File: src/rtl/bru_pkg.sv
package bru_pkg;
  typedef enum logic [1:0] {
    OP_ABS  = 2'b00,
    OP_REL  = 2'b01,
    OP_LOOP = 2'b10,
    OP_NONE = 2'b11
  } br_op_e;

  typedef struct packed {
    logic c;
    logic z;
    logic s;
    logic v;
  } flags_t;
endpackage

File: src/rtl/bru_cond_eval.sv
module bru_cond_eval
  import bru_pkg::*;
#(
  parameter int CODE_W = 4
) (
  input  logic [CODE_W-1:0] code,
  input  flags_t            flags,
  output logic              hit
);
  localparam int SEL_W  = CODE_W - 1;
  localparam int N_BASE = 1 << SEL_W;

  logic [N_BASE-1:0] base;
  logic              lt_signed;

  always_comb begin
    lt_signed = flags.s ^ flags.v;
    base      = '0;
    base[1]   = lt_signed;
    base[2]   = flags.z | lt_signed;
    base[3]   = flags.c | flags.z;
    base[4]   = flags.v;
    base[5]   = flags.s;
    base[6]   = flags.z;
    base[7]   = flags.c;
  end

  assign hit = base[code[SEL_W-1:0]] ^ code[CODE_W-1];
endmodule

File: src/rtl/bru_target_gen.sv
module bru_target_gen #(
  parameter int PC_W   = 16,
  parameter int DISP_W = 8
) (
  input  logic [PC_W-1:0]   next_pc,
  input  logic [PC_W-1:0]   abs_target,
  input  logic [DISP_W-1:0] disp,
  input  logic              use_rel,
  output logic [PC_W-1:0]   target
);
  localparam int EXT_W = PC_W - DISP_W;

  logic [PC_W-1:0] disp_ext;
  logic [PC_W-1:0] rel_target;

  assign disp_ext   = {{EXT_W{disp[DISP_W-1]}}, disp};
  assign rel_target = next_pc + disp_ext;
  assign target     = use_rel ? rel_target : abs_target;
endmodule

File: src/rtl/bru_loop_dec.sv
module bru_loop_dec #(
  parameter int CNT_W = 8
) (
  input  logic [CNT_W-1:0] cnt_in,
  output logic [CNT_W-1:0] cnt_out,
  output logic             nonzero
);
  localparam logic [CNT_W-1:0] ONE = CNT_W'(1);

  assign cnt_out = cnt_in - ONE;
  assign nonzero = |cnt_out;
endmodule

File: src/rtl/branch_resolve_unit.sv
module branch_resolve_unit
  import bru_pkg::*;
#(
  parameter int PC_W   = 16,
  parameter int DISP_W = 8,
  parameter int CNT_W  = 8,
  parameter int CODE_W = 4
) (
  input  logic              clk,
  input  logic              rst_n,
  input  logic              req_valid,
  input  logic [1:0]        op,
  input  logic [CODE_W-1:0] cond,
  input  logic              flag_c,
  input  logic              flag_z,
  input  logic              flag_s,
  input  logic              flag_v,
  input  logic [PC_W-1:0]   next_pc,
  input  logic [PC_W-1:0]   abs_target,
  input  logic [DISP_W-1:0] rel_disp,
  input  logic [CNT_W-1:0]  loop_cnt,
  output logic              res_valid,
  output logic              taken,
  output logic [PC_W-1:0]   new_pc,
  output logic [CNT_W-1:0]  cnt_next,
  output logic              cnt_write
);
  flags_t          flags;
  br_op_e          op_e;
  logic            cond_hit;
  logic            use_rel;
  logic [PC_W-1:0] target;
  logic [CNT_W-1:0] dec_val;
  logic            dec_nz;

  logic             taken_d;
  logic [PC_W-1:0]  pc_d;
  logic [CNT_W-1:0] cnt_d;
  logic             cntwr_d;

  assign flags = '{c: flag_c, z: flag_z, s: flag_s, v: flag_v};
  assign op_e  = br_op_e'(op);

  bru_cond_eval #(.CODE_W(CODE_W)) u_cond (
    .code  (cond),
    .flags (flags),
    .hit   (cond_hit)
  );

  assign use_rel = (op_e != OP_ABS);

  bru_target_gen #(.PC_W(PC_W), .DISP_W(DISP_W)) u_tgt (
    .next_pc    (next_pc),
    .abs_target (abs_target),
    .disp       (rel_disp),
    .use_rel    (use_rel),
    .target     (target)
  );

  bru_loop_dec #(.CNT_W(CNT_W)) u_dec (
    .cnt_in  (loop_cnt),
    .cnt_out (dec_val),
    .nonzero (dec_nz)
  );

  always_comb begin
    taken_d = 1'b0;
    cntwr_d = 1'b0;
    cnt_d   = dec_val;
    unique case (op_e)
      OP_ABS:  taken_d = cond_hit;
      OP_REL:  taken_d = cond_hit;
      OP_LOOP: begin
        taken_d = dec_nz;
        cntwr_d = 1'b1;
      end
      default: taken_d = 1'b0;
    endcase
    pc_d = taken_d ? target : next_pc;
  end

  always_ff @(posedge clk or negedge rst_n) begin
    if (!rst_n) begin
      res_valid <= 1'b0;
    end else begin
      res_valid <= req_valid;
    end
  end

  always_ff @(posedge clk or negedge rst_n) begin
    if (!rst_n) begin
      taken     <= 1'b0;
      new_pc    <= '0;
      cnt_next  <= '0;
      cnt_write <= 1'b0;
    end else if (req_valid) begin
      taken     <= taken_d;
      new_pc    <= pc_d;
      cnt_next  <= cnt_d;
      cnt_write <= cntwr_d;
    end
  end
endmodule

File: config.mk
export PLATFORM = sky130hd
export DESIGN_NAME = branch_resolve_unit
export DESIGN_NICKNAME = d
export VERILOG_FILES = /design/src/rtl/bru_pkg.sv /design/src/rtl/bru_cond_eval.sv /design/src/rtl/bru_target_gen.sv /design/src/rtl/bru_loop_dec.sv /design/src/rtl/branch_resolve_unit.sv
export SDC_FILE = /design/constraint.sdc
export NUM_CORES = 1
export LEC_CHECK = 0
export CAP_MARGIN = 10
export CELL_PAD_IN_SITES_DETAIL_PLACEMENT = 2
export CELL_PAD_IN_SITES_GLOBAL_PLACEMENT = 2
export CORE_UTILIZATION = 25
export CTS_BUF_LIST = sky130_fd_sc_hd__clkbuf_16
export CTS_CLUSTER_DIAMETER = 150
export DETAILED_ROUTE_END_ITERATION = 16
export PLACE_DENSITY = 0.88
export SLEW_MARGIN = 30
export SYNTH_ARGS = -nofsm -noshare
export SYNTH_HDL_FRONTEND = slang
export SYNTH_SLANG_ARGS = --single-unit
File: constraint.sdc
create_clock -name clk -period 0.8 [get_ports clk]
set_input_delay 0.24 -clock clk [delete_from_list [all_inputs] [get_ports clk]]
set_output_delay 0.24 -clock clk [all_outputs]
set_load 0.02 [all_outputs]
==> flow_summary_export.csv, run 1 <==
group,metric,value,unit
cts,ctsLongestPathBuffers,2,
cts,cts_hold_buffers,0,
logic_synthesis,synth.yosys.seq_area_share,0.299,
logic_synthesis,synth_async_sr_flop_share,1.00,
placement,placement.cell_area,0.00404,mm2
placement,dp_hpwl,9840,um
cts,cts_buf_count,3,
grt,grt_max_degree,28,
timing,postGrtWorstEndpoint,"new_pc[1]$_DFFE_PN0P_/D",
floorplan,design.portCount,88,
status,error,"[ERROR DPL-0033] detailed placement checks failed during check placement.",
status,status,"did not finish",
logic_synthesis,synthesized_area_fraction_occupied_by_adder_cells,0.103,
logic_synthesis,yosysWarningCount,0,
floorplan,floorplan.rows,34,
status,failing_step,"global routing (5_1_grt)",
logic_synthesis,synth_top_cells_by_area,"sky130_fd_sc_hd__dfrtp_1, sky130_fd_sc_hd__ha_1, sky130_fd_sc_hd__a21oi_1",
logic_synthesis,post-synth-top-area-fraction,0.299,
logic_synthesis,synth_top_cells_by_count,"sky130_fd_sc_hd__nand2_1, sky130_fd_sc_hd__dfrtp_1, sky130_fd_sc_hd__a21oi_1, sky130_fd_sc_hd__nor2_1",
cts,cts_num_sinks,27,
cts,cts_htree_levels,1,
logic_synthesis,post-synth-top-count-cell,"sky130_fd_sc_hd__nand2_1",
logic_synthesis,syn_area_per_cell,8.40,um2
grt,antenna_found_initial,2,
logic_synthesis,post_synth_mux_area_share,0.0415,
logic_synthesis,synth_edf_count,0,
placement,place_congestion,0.829,
logic_synthesis,ys.flop_type,"sky130_fd_sc_hd__dfrtp_1",
placement,placement.io_buffers,87,
floorplan,chipHeight,97.1,um
logic_synthesis,synth-compound-area-share,0.264,
floorplan,dieWidth,97.1,um
logic_synthesis,post_synth_and_or_nand_nor_area_fraction,0.185,
logic_synthesis,synth_top_area_cell,"sky130_fd_sc_hd__dfrtp_1",
logic_synthesis,yosys_register_bits,27,
floorplan,initial_core_util,0.259,
logic_synthesis,synth.distinct_cells,47,
logic_synthesis,synth_top_family_by_area,"compound AO/OA/AOI/OAI gates",
logic_synthesis,post_synth_xor_area_fraction,0.0659,
logic_synthesis,synth_fp_nets,348,
cts,clk_root_buffer_cell,"sky130_fd_sc_hd__clkbuf_16",
timing,kind_of_the_worst_endpoint,"sequential cell input",
logic_synthesis,synthCells,269,
logic_synthesis,syn-cell-area,0.00226,mm2
placement,place_ws,-2.17,ns
==> kinds of logic after synthesis <==
logic type,count (synthesis)
xor+xnor,17
flops,27
fa+ha+maj,18
compound gates,90
buf+inv,20
mux,8
simple gates,89
==> stage by stage <==
stage,instances,utilization
after global placement,545,0.463
after floorplan,269,-
after CTS,586,0.566
after detailed placement,545,0.463
==> timing repair <==
action	4_1_cts
resized for setup	337
cloned	3
buffers inserted	36
setup endpoints to repair	53
pin swaps	55
==> run 2, diff against run 1 <==
--- a/config.mk
+++ b/config.mk
@@ -6,13 +6,9 @@
 export NUM_CORES = 1
 export LEC_CHECK = 0
 export CAP_MARGIN = 10
-export CELL_PAD_IN_SITES_DETAIL_PLACEMENT = 2
-export CELL_PAD_IN_SITES_GLOBAL_PLACEMENT = 2
-export CORE_UTILIZATION = 25
-export CTS_BUF_LIST = sky130_fd_sc_hd__clkbuf_16
-export CTS_CLUSTER_DIAMETER = 150
+export CORE_UTILIZATION = 20
 export DETAILED_ROUTE_END_ITERATION = 16
-export PLACE_DENSITY = 0.88
+export PLACE_DENSITY_LB_ADDON = 0.15
 export SLEW_MARGIN = 30
 export SYNTH_ARGS = -nofsm -noshare
 export SYNTH_HDL_FRONTEND = slang
==> run 2 against run 1 <==
Effect of this change:
- the flow now finishes, with violations (negative setup slack)
- synthesized cell count unchanged
- area after synthesis unchanged
==> flow_summary_export.csv, run 2 <==
group,metric,value,unit
status,status,"finished with violations",
status,violations,"negative setup slack",
critical_path,crit_fanout,4,
placement,place_ws,-1.88,ns
cts,cts_buf_count,3,
route,first_pass_iters,4,
layout,flow.area_growth_from_synthesis,122,%
layout,biggestRegsByFlops,"new_pc: 16 flops, cnt_next: 8 flops",
power,switching_share,0.349,
layout,most_frequent_standard_cell_in_the_layout_excluding_fill_and_tap_cells,"sky130_fd_sc_hd__buf_4",
logic_synthesis,synth_top_area_cell,"sky130_fd_sc_hd__dfrtp_1",
timing,setup_repair_after_global_routing_missed_its_margin,"true",
power,power.leakage,2.20,nW
critical_path,setup.worst_path.start,"next_pc[0]",
floorplan,die_area,0.0117,mm2
critical_path,worst_setup_start_kind,"input port",
grt,globalRouteMet3Util,0.0265,
cts,cts_hold_buffers,0,
cts,clk_transition_reported_paths,0.07,ns
critical_path,crit-reg2reg-launch,"new_pc[13]",
timing,setup_violations,50,
timing,worst-slew-pin-transition,0.399,ns
layout,post_route_cells_drive_above_1_share,0.555,
timing,slew_viol_final,0,
logic_synthesis,synth.yosys.seq_area_share,0.299,
grt,overflow,0,
logic_synthesis,yosys_register_bits,27,
timing,finalCriticalPeriod,1.97,ns
power,powerDensity,1290,mW/mm2
layout,instances_no_fill,614,
power,p_int,0.00424,W
grt,grt.total_usage,0.155,
grt,grt_first_pass_wirelength,14100,um
layout,most-common-layout-cells,"sky130_fd_sc_hd__buf_4, sky130_fd_sc_hd__buf_6, sky130_fd_sc_hd__dfrtp_1, sky130_fd_sc_hd__nand2_1, sky130_fd_sc_hd__clkdlybuf4s50_1",
placement,dp_hpwl,6710,um
logic_synthesis,syn_area_per_cell,8.40,um2
timing,finalHoldViolations,0,
timing,final.period_utilization,2.46,
critical_path,crit_path_end_kind,"flip-flop",
logic_synthesis,synth_edf_count,0,
logic_synthesis,synth_top_cells_by_count,"sky130_fd_sc_hd__nand2_1, sky130_fd_sc_hd__dfrtp_1, sky130_fd_sc_hd__a21oi_1, sky130_fd_sc_hd__nor2_1",
placement,placed_cells,578,
layout,antenna_cells,0,
logic_synthesis,synth_fp_nets,348,
cts,clk_root_buffer_cell,"sky130_fd_sc_hd__clkbuf_16",
floorplan,floorplan.rows,38,
cts,ctsLongestPathBuffers,2,
route,postRouteAntennaNets,0,
flow_run,max_cap_violations,0,
floorplan,design.portCount,88,
route,detail_route.iter0.violations,56,
floorplan,dieWidth,108,um
power,sequentialPowerShare,0.265,
logic_synthesis,synth_top_cells_by_area,"sky130_fd_sc_hd__dfrtp_1, sky130_fd_sc_hd__ha_1, sky130_fd_sc_hd__a21oi_1",
min_path,worst_hold_startpoint,"next_pc[0]",
critical_path,crit_type,"in -> reg",
power,peakVddDrop,0.926,mV
layout,design_area,0.00503,mm2
grt,antenna_found_initial,0,
grt,groute.layer.met2.usage,0.274,
logic_synthesis,post-synth-top-count-cell,"sky130_fd_sc_hd__nand2_1",
route,final_wirelength,9230,um
placement,placement.io_buffers,87,
logic_synthesis,synthCells,269,
critical_path,critPathArrivalTime,2.10,ns
logic_synthesis,yosysWarningCount,0,
power,sw_pwr,0.00227,W
route,detail_route.wl_per_cell,15.0,um
grt,grt.busiest_layer,"met2",
placement,place_congestion,0.812,
timing,timing.max_slew.rel_slack,0.732,
min_path,hold_crit_path_type,"in -> reg",
layout,largest_reg_flops,16,
layout,layout.nets,554,
logic_synthesis,syn-cell-area,0.00226,mm2
floorplan,initial_core_util,0.207,
route,via_count,2821,
critical_path,worstPathRequired,0.93,ns
timing,setup_ws,-1.17,ns
logic_synthesis,synth.distinct_cells,47,
power,proportion_of_power_drawn_by_the_clock_network,0.178,
cts,cts_htree_levels,1,
logic_synthesis,post-synth-top-area-fraction,0.299,
route,post-route-drc-count,0,
logic_synthesis,synth_async_sr_flop_share,1.00,
route,vias_per_cell,4.59,
cts,clock_latency,0.26,ns
timing,fin_skew,0,ns
layout,layout.core_utilization,0.460,
logic_synthesis,ys.flop_type,"sky130_fd_sc_hd__dfrtp_1",
placement,placement.cell_area,0.00407,mm2
layout,largest-register,"new_pc",
power,p_comb_frac,0.557,
grt,vias_in_the_first_global_route,2908,
timing,max_clock_freq,0.509,GHz
grt,grt_max_degree,28,
grt,gr_layer_usage_met1,0.202,
cts,tritoncts,"built",
floorplan,chipHeight,108,um
floorplan,core_area,0.0109,mm2
cts,cts_num_sinks,27,
[run 2: cell counts after synthesis]
Identical to the previous run, type by type.
[run 2: final cells by class]
type,instances,area [um2]
fill,1082,5910
multi-input combinational,222,2050
timing repair buffer,210,1960
sequential,27,676
tap,140,175
clock buffer,3,75.1
inverter,9,67.6
timing repair inverter,2,17.5
clock inverter,1,5.00
[run 2: timing repair]
item                                    4_1_cts  5_1_grt
pin swaps                                    38       41
resized for setup                           295       87
setup buffers                                19       11
cloned                                        4        0
hold endpoints to repair                      0        0
endpoints found under the setup margin       53       52
[run 2: per-layer routing]
layer	wire, um	vias up	share of wire
met5	0	-	0
met4	34	0	0.0037
met3	432	4	0.047
met2	4590	72	0.50
met1	4180	1339	0.45
li1	-	1406	-
[run 2: kinds of logic (layout without fill, tap and decap cells)]
family / Yosys count / after routing / synth area share
compound gates: 90 / 90 / 0.264
simple gates: 89 / 89 / 0.185
flops: 27 / 27 / 0.299
buf+inv: 20 / 225 / 0.0421
fa+ha+maj: 18 / 18 / 0.103
xor+xnor: 17 / 17 / 0.0659
mux: 8 / 8 / 0.0415
[run 2: final timing paths]
kind | to | slack (ns) | depth (start not counted)
min in group asynchronous | cnt_next[4] | 0.34 | 2
max in group asynchronous | cnt_next[3] | 0.29 | 2
setup / recovery | new_pc[12] | -1.17 | 12
hold / removal | new_pc[0] | 0.30 | 4
hold reg to reg | cnt_next[1] | 0.52 | 2
setup reg to reg | new_pc[13] | -0.21 | 3
[run 2: through the flow]
| stage | hold WS [ns] | power (W) | TNS (ns) |
|---|---|---|---|
| 4_1_cts | 0.345 | 0.00620 | -28.63 |
| 6_report | 0.305 | 0.00651 | -26.70 |
| 2_1_floorplan | -0.0556 | 0.00297 | -21.04 |
| 5_1_grt | 0.321 | 0.00691 | -29.21 |
| 3_3_place_gp | 0.480 | 0.00449 | -47.51 |
| 3_5_place_dp | 0.487 | 0.00450 | -48.16 |
[run 2: worst max-delay path: stages]
cell and delay (ns):
sky130_fd_sc_hd__buf_8 0.08, sky130_fd_sc_hd__ha_4 0.12, sky130_fd_sc_hd__inv_2 0.03, sky130_fd_sc_hd__fa_2 0.37, sky130_fd_sc_hd__nor2b_4 0.15, sky130_fd_sc_hd__o2111ai_4 0.13
sky130_fd_sc_hd__a21boi_2 0.23, sky130_fd_sc_hd__a21o_1 0.23, sky130_fd_sc_hd__buf_6 0.14, sky130_fd_sc_hd__nor2_4 0.03, sky130_fd_sc_hd__o31ai_2 0.22, sky130_fd_sc_hd__a31oi_1 0.12
[run 2: power groups by stage]
stage | clock network [W] | registers (W) | logic (W)
final | 0.00116 | 0.00173 | 0.00362
after global routing | 0.00127 | 0.00175 | 0.00389
after CTS | 0.00120 | 0.00172 | 0.00328
after detailed placement | 0 | 0.00170 | 0.00280
after global placement | 0 | 0.00172 | 0.00277
after floorplan | 0 | 0.00192 | 0.00105
No activity file was read; power rests on OpenSTA's default activity.
